## config.mk

```make
export PLATFORM = sky130hd
export DESIGN_NAME = dif_demod
export DESIGN_NICKNAME = d
export VERILOG_FILES = /design/src/rtl/dif_pkg.sv /design/src/rtl/dif_window_fsm.sv /design/src/rtl/dif_correlator.sv /design/src/rtl/dif_demod.sv
export SDC_FILE = /design/constraint.sdc
export NUM_CORES = 2
export LEC_CHECK = 0
export ABC_AREA = 1
export BUFFER_PORTS_ARGS = -buffer_cell sky130_fd_sc_hd__buf_4
export CORE_MARGIN = 2
export CORE_UTILIZATION = 55
export CTS_CLUSTER_DIAMETER = 150
export DETAILED_ROUTE_END_ITERATION = 8
export PLACE_DENSITY = 0.79
export SLEW_MARGIN = 20
export SYNTH_ARGS = -nofsm -noshare
export SYNTH_HDL_FRONTEND = slang
export SYNTH_SLANG_ARGS = --single-unit
```

## constraint.sdc

```tcl
create_clock -name clk -period 14.1 [get_ports clk]
set_input_delay 2.82 -clock clk [delete_from_list [all_inputs] [get_ports clk]]
set_output_delay 2.82 -clock clk [all_outputs]
set_load 0.02 [all_outputs]
```

## src/rtl/dif_pkg.sv

```systemverilog
package dif_pkg;

    localparam int COEF_W    = 16;
    localparam int REF_FULL  = 16384;
    localparam int REF_HALF  = 8192;
    localparam int REF_SIN60 = 14189;

    typedef enum logic {
        ST_IDLE,
        ST_ACC
    } dif_state_e;

    typedef enum logic {
        CAR_12M,
        CAR_8M
    } carrier_e;

    // Cosine reference for the chosen carrier at window index k
    function automatic logic signed [COEF_W-1:0] ref_cos(carrier_e car, int unsigned k);
        int v;
        v = 0;
        if (car == CAR_12M) begin
            unique case (k % 4)
                0: v = REF_FULL;
                2: v = -REF_FULL;
                default: v = 0;
            endcase
        end else begin
            unique case (k % 6)
                0: v = REF_FULL;
                1: v = REF_HALF;
                2: v = -REF_HALF;
                3: v = -REF_FULL;
                4: v = -REF_HALF;
                default: v = REF_HALF;
            endcase
        end
        return COEF_W'(v);
    endfunction

    // Sine reference for the chosen carrier at window index k
    function automatic logic signed [COEF_W-1:0] ref_sin(carrier_e car, int unsigned k);
        int v;
        v = 0;
        if (car == CAR_12M) begin
            unique case (k % 4)
                1: v = REF_FULL;
                3: v = -REF_FULL;
                default: v = 0;
            endcase
        end else begin
            unique case (k % 6)
                1, 2: v = REF_SIN60;
                4, 5: v = -REF_SIN60;
                default: v = 0;
            endcase
        end
        return COEF_W'(v);
    endfunction

endpackage

```

## src/rtl/dif_window_fsm.sv

```systemverilog
module dif_window_fsm
    import dif_pkg::*;
#(
    parameter int WIN_LEN = 12,
    localparam int IDX_W = $clog2(WIN_LEN)
) (
    input  logic             clk,
    input  logic             rst_n,
    input  logic             sync_i,
    input  logic             smp_valid_i,
    output logic             acc_en_o,
    output logic             first_o,
    output logic             last_o,
    output logic [IDX_W-1:0] idx_o
);

    localparam logic [IDX_W-1:0] IDX_LAST = IDX_W'(WIN_LEN - 1);

    dif_state_e       state_q, state_d;
    logic [IDX_W-1:0] idx_q, idx_d;
    logic [IDX_W-1:0] eff_idx;

    // State register
    always_ff @(posedge clk) begin
        if (!rst_n) begin
            state_q <= ST_IDLE;
            idx_q   <= '0;
        end else begin
            state_q <= state_d;
            idx_q   <= idx_d;
        end
    end

    // Next state: IDLE->ACC on sync; ACC stays (sync realigns in place)
    always_comb begin
        state_d = state_q;
        unique case (state_q)
            ST_IDLE: if (sync_i) state_d = ST_ACC;
            ST_ACC:  state_d = ST_ACC;
        endcase
    end

    // Outputs and window index
    always_comb begin
        eff_idx  = sync_i ? '0 : idx_q;
        acc_en_o = 1'b0;
        unique case (state_q)
            ST_IDLE: acc_en_o = smp_valid_i && sync_i;
            ST_ACC:  acc_en_o = smp_valid_i;
        endcase
        first_o = (eff_idx == '0);
        last_o  = (eff_idx == IDX_LAST);
        idx_o   = eff_idx;
        if (acc_en_o)
            idx_d = last_o ? '0 : eff_idx + 1'b1;
        else
            idx_d = eff_idx;
    end

endmodule

```

## src/rtl/dif_correlator.sv

```systemverilog
module dif_correlator
    import dif_pkg::*;
#(
    parameter carrier_e CARRIER = CAR_12M,
    parameter int SMP_W   = 16,
    parameter int WIN_LEN = 12,
    localparam int IDX_W  = $clog2(WIN_LEN),
    localparam int PROD_W = SMP_W + COEF_W,
    localparam int ACC_W  = PROD_W + $clog2(WIN_LEN)
) (
    input  logic                    clk,
    input  logic                    rst_n,
    input  logic                    acc_en_i,
    input  logic                    first_i,
    input  logic                    last_i,
    input  logic [IDX_W-1:0]        idx_i,
    input  logic signed [SMP_W-1:0] smp_i,
    output logic signed [ACC_W-1:0] res_i_o,
    output logic signed [ACC_W-1:0] res_q_o
);

    logic signed [ACC_W-1:0] res_lane [2];

    // Lane 0 correlates with cosine, lane 1 with sine
    for (genvar lane = 0; lane < 2; lane++) begin : g_lane
        logic signed [COEF_W-1:0] coef;
        logic signed [PROD_W-1:0] prod;
        logic signed [ACC_W-1:0]  base, sum;
        logic signed [ACC_W-1:0]  acc_q, res_q;

        always_comb begin
            if (lane == 0) coef = ref_cos(CARRIER, int'(idx_i));
            else           coef = ref_sin(CARRIER, int'(idx_i));
            prod = smp_i * coef;
            base = first_i ? '0 : acc_q;
            sum  = base + ACC_W'(prod);
        end

        always_ff @(posedge clk) begin
            if (!rst_n) begin
                acc_q <= '0;
                res_q <= '0;
            end else if (acc_en_i) begin
                acc_q <= sum;
                if (last_i) res_q <= sum;
            end
        end

        assign res_lane[lane] = res_q;
    end

    assign res_i_o = res_lane[0];
    assign res_q_o = res_lane[1];

endmodule

```

## src/rtl/dif_demod.sv

```systemverilog
module dif_demod
    import dif_pkg::*;
#(
    parameter int SMP_W   = 16,
    parameter int WIN_LEN = 12,
    localparam int ACC_W  = SMP_W + COEF_W + $clog2(WIN_LEN)
) (
    input  logic             clk,
    input  logic             rst_n,
    input  logic             sync_i,
    input  logic             smp_valid_i,
    input  logic [SMP_W-1:0] smp_data_i,
    output logic             res_valid_o,
    output logic [ACC_W-1:0] hi_i_o,
    output logic [ACC_W-1:0] hi_q_o,
    output logic [ACC_W-1:0] lo_i_o,
    output logic [ACC_W-1:0] lo_q_o
);

    localparam int IDX_W = $clog2(WIN_LEN);

    logic             acc_en, first, last;
    logic [IDX_W-1:0] idx;
    logic             valid_q;

    dif_window_fsm #(.WIN_LEN(WIN_LEN)) fsm_i (
        .clk         (clk),
        .rst_n       (rst_n),
        .sync_i      (sync_i),
        .smp_valid_i (smp_valid_i),
        .acc_en_o    (acc_en),
        .first_o     (first),
        .last_o      (last),
        .idx_o       (idx)
    );

    dif_correlator #(.CARRIER(CAR_12M), .SMP_W(SMP_W), .WIN_LEN(WIN_LEN)) hi_corr_i (
        .clk      (clk),
        .rst_n    (rst_n),
        .acc_en_i (acc_en),
        .first_i  (first),
        .last_i   (last),
        .idx_i    (idx),
        .smp_i    ($signed(smp_data_i)),
        .res_i_o  (hi_i_o),
        .res_q_o  (hi_q_o)
    );

    dif_correlator #(.CARRIER(CAR_8M), .SMP_W(SMP_W), .WIN_LEN(WIN_LEN)) lo_corr_i (
        .clk      (clk),
        .rst_n    (rst_n),
        .acc_en_i (acc_en),
        .first_i  (first),
        .last_i   (last),
        .idx_i    (idx),
        .smp_i    ($signed(smp_data_i)),
        .res_i_o  (lo_i_o),
        .res_q_o  (lo_q_o)
    );

    always_ff @(posedge clk) begin
        if (!rst_n) valid_q <= 1'b0;
        else        valid_q <= acc_en && last;
    end

    assign res_valid_o = valid_q;

endmodule

```

==> metrics.txt <==
outcome=complete, no violations; LEAKAGE=18.8 nW; initial antenna violation count=4; r2r endpoint=lo_corr_i.g_lane[1].acc_q[17]; Min Clock Period, post-route=10.94 ns; I/O Buffers=164; dpl hpwl=62800 um; GR Overflow Total=0; hold buffer count at cts=0; post-synthesis register bit count=294; Final Hold Fails=0; Ports=165; Max-Cap Viols=0; Post-Synthesis Cells=3721; Layout area overhead=10.1%; Worst-Margin Slew=1.05 ns; clk_lat worst skew=0.59 ns; Syn. warnings=0; Crit Path Class=in2reg; Detail Route Antenna Nets=0; crit end category=register; placed cell count=4492; die width=237 um; setup repair bufs after CTS=0; row cnt=85; H-tree depth=2; proportion of layout cells with a drive suffix above 1=7.39%; Hold Slack=0.432 ns; syn avg cell area=8.05 um^2; first-pass GRT wire length=131000 um; WP data arrival=11.41 ns; clk root buf=clkbuf_16; TritonCTS clock tree=built; post-CTS sizing=0; Initial Util=55.7%; Vias=24566; vias in the first global route=24732; clock-pin slew on the worst setup and hold paths=0.07 ns; Final Max Tran Viols=0; Die Y=237 um; HP Class=reg2reg; Clock Skew=0.0288 ns; gpl congestion=0.972; Filler Cell Count=4696; drt wl/cell=17.7 um; largest net degree at the start of global routing=86; TritonCTS Buffers=35; worst hold endpoint=lo_corr_i.g_lane[0].acc_q[0]; Vias/cell=5.39; Slew headroom=30.0%; synth unique cells=45; DR pass1 iterations=7; DR iter-0 viols=1872; Crit-path slowest cell=fa_1; final setup fails=0; FF-to-FF path depth=31; CP Launch Type=input pin; count leader, synth=inv_1; top cell type's share of synthesized area=22.2%; synth top area cells=fa_1, dfxtp_1, ha_1; Main synth FF type=dfxtp_1; maximum VDD drop=110 uV; FFs w/ async S/R, synth=0%; Mapped Nets=4513; DRC Markers=0; register area share after synthesis=19.6%; synth cell count leaders=inv_1, nand2_1, ha_1, nor2_1, fa_1; Num Clock Sinks=294; HP Start=lo_corr_i.g_lane[0].acc_q[0]; Total GRT Usage=29.3%; pwr dens=87.7 mW/mm^2; routed wire length=80600 um; Nets=4626; Reg-to-Reg Start=fsm_i.idx_q[0]; total negative slack=0 ns; Tot Pwr=0.00289 W; Non-Filler Instances=4556; Die Area=0.0564 mm^2; Tcrit/Tclk final=77.6%; CORE AREA=0.0538 mm^2; Longest Clk Path Bufs=3; R2R Setup Slk=5.29 ns; Hold Path Stages=2; Mapped Area=0.0300 mm^2; Synth area leader=fa_1; RSZ-0062 raised after global routing=no; FMAX=0.0914 GHz; Post-synth EDFFs=0; CP Max Fanout=24; CP peak stage delay=0.62 ns; WP data required=14.56 ns
[stage by stage]
stage                     area, um^2  util [%]  setup WS (ns)
final                          33000      61.3           3.16
after floorplan                30000         -           3.76
after detailed placement       31800      59.1           2.47
after CTS                      33000      61.3           3.05
after global routing           33000      61.3           2.58
after global placement         31800      59.1           2.65
[where the power goes]
part	internal, W	total (W)	switching (W)
combinational	0.000345	0.00107	0.000727
sequential	0.000863	0.000878	0.0000145
clock	0.000535	0.000945	0.000410
[worst max-delay path: cells and delay by family]
kind | cells | cell delay, ns
AND/OR/NAND/NOR | 9 | 1.87
XOR/XNOR | 1 | 0.51
adder cells (fa/ha/maj) | 8 | 4.05
buffers and inverters | 10 | 0.90
AO/OA/AOI/OAI | 5 | 1.26
[how the worst max path moves through the flow]
stage,slack (ns),cells past startpoint,end,start
2_1_floorplan,3.76,35,lo_corr_i.g_lane[1].acc_q[27],sync_i
3_3_place_gp,2.65,35,lo_corr_i.g_lane[1].acc_q[27],sync_i
3_5_place_dp,2.47,35,lo_corr_i.g_lane[1].acc_q[27],sync_i
4_1_cts,3.05,35,lo_corr_i.g_lane[1].acc_q[27],sync_i
5_1_grt,2.58,33,lo_corr_i.g_lane[1].acc_q[17],sync_i
6_report,3.16,33,lo_corr_i.g_lane[1].acc_q[17],sync_i
[logic make-up after synthesis]
family                     share of synthesized area, %
and+or+nand+nor                                    14.7
buffers and inverters                              12.5
adders and majority gates                          40.5
AOI/OAI and AO/OA                                  10.3
DFF                                                19.6
xor gates and xnor gates                           2.31
[cell usage in the layout (no fill, tap or decap), drive strengths merged]
| cell type | synthesis | final |
|---|---|---|
| nor3 | 9 | 9 |
| nor3b | 3 | 3 |
| nor4 | 7 | 7 |
| o21ai | 158 | 158 |
| o211ai | 16 | 16 |
| fa | 332 | 332 |
| inv | 883 | 887 |
| clkinv | 2 | 8 |
| a21oi | 163 | 163 |
| o31a | 1 | 1 |
| nand2 | 556 | 556 |
| and2 | 2 | 2 |
| xor2 | 62 | 62 |
| buf | 34 | 178 |
| diode | 0 | 2 |
| nand3b | 3 | 3 |
| and3 | 2 | 2 |
| a21o | 8 | 8 |
| o31ai | 8 | 8 |
| a22o | 63 | 63 |
| ha | 440 | 440 |
| a32o | 41 | 41 |
| nor2 | 415 | 415 |
| o21bai | 13 | 13 |
| dfxtp | 294 | 294 |
| nand4 | 25 | 25 |
| xnor2 | 17 | 17 |
| nand3 | 72 | 72 |
| o2111ai | 1 | 1 |
| clkbuf | 68 | 45 |
| a21boi | 6 | 6 |
| clkinvlp | 0 | 4 |
| bufinv | 0 | 2 |
| a31oi | 10 | 10 |
| o21a | 4 | 4 |
| or2 | 3 | 3 |
[final cells by class]
| class | instances | area (um^2) | area share, % |
|---|---|---|---|
| Tap cell | 696 | 871 | 2.64 |
| Multi-Input combinational cell | 2440 | 20400 | 61.8 |
| Clock buffer | 45 | 973 | 2.95 |
| Clock inverter | 16 | 205 | 0.622 |
| Antenna cell | 2 | 5.00 | 0.0152 |
| Timing Repair Buffer | 178 | 1350 | 4.09 |
| Inverter | 885 | 3320 | 10.1 |
| Sequential cell | 294 | 5890 | 17.8 |
[flip-flops by register name, summed over array words and instances (netlist names)]
| name | flops |
|---|---|
| fsm_i.idx_q | 4 |
| fsm_i.state_q | 1 |
| hi_corr_i.g_lane.acc_q | 72 |
| hi_corr_i.res_i_o | 36 |
| hi_corr_i.res_q_o | 36 |
| lo_corr_i.g_lane.acc_q | 72 |
| lo_corr_i.res_i_o | 36 |
| lo_corr_i.res_q_o | 36 |
| res_valid_o | 1 |
[per-layer routing]
metal | track usage [%] | part of all wire, % | vias up | wire, um
met1 | 39.5 | 43 | 11789 | 34800
met3 | 6.50 | 8.6 | 149 | 6950
met5 | 0 | 0.027 | - | 22
met2 | 47.6 | 45 | 870 | 36600
met4 | 8.29 | 2.8 | 4 | 2260
li1 | - | - | 11754 | -
No activity file was read; power rests on OpenSTA's default activity.
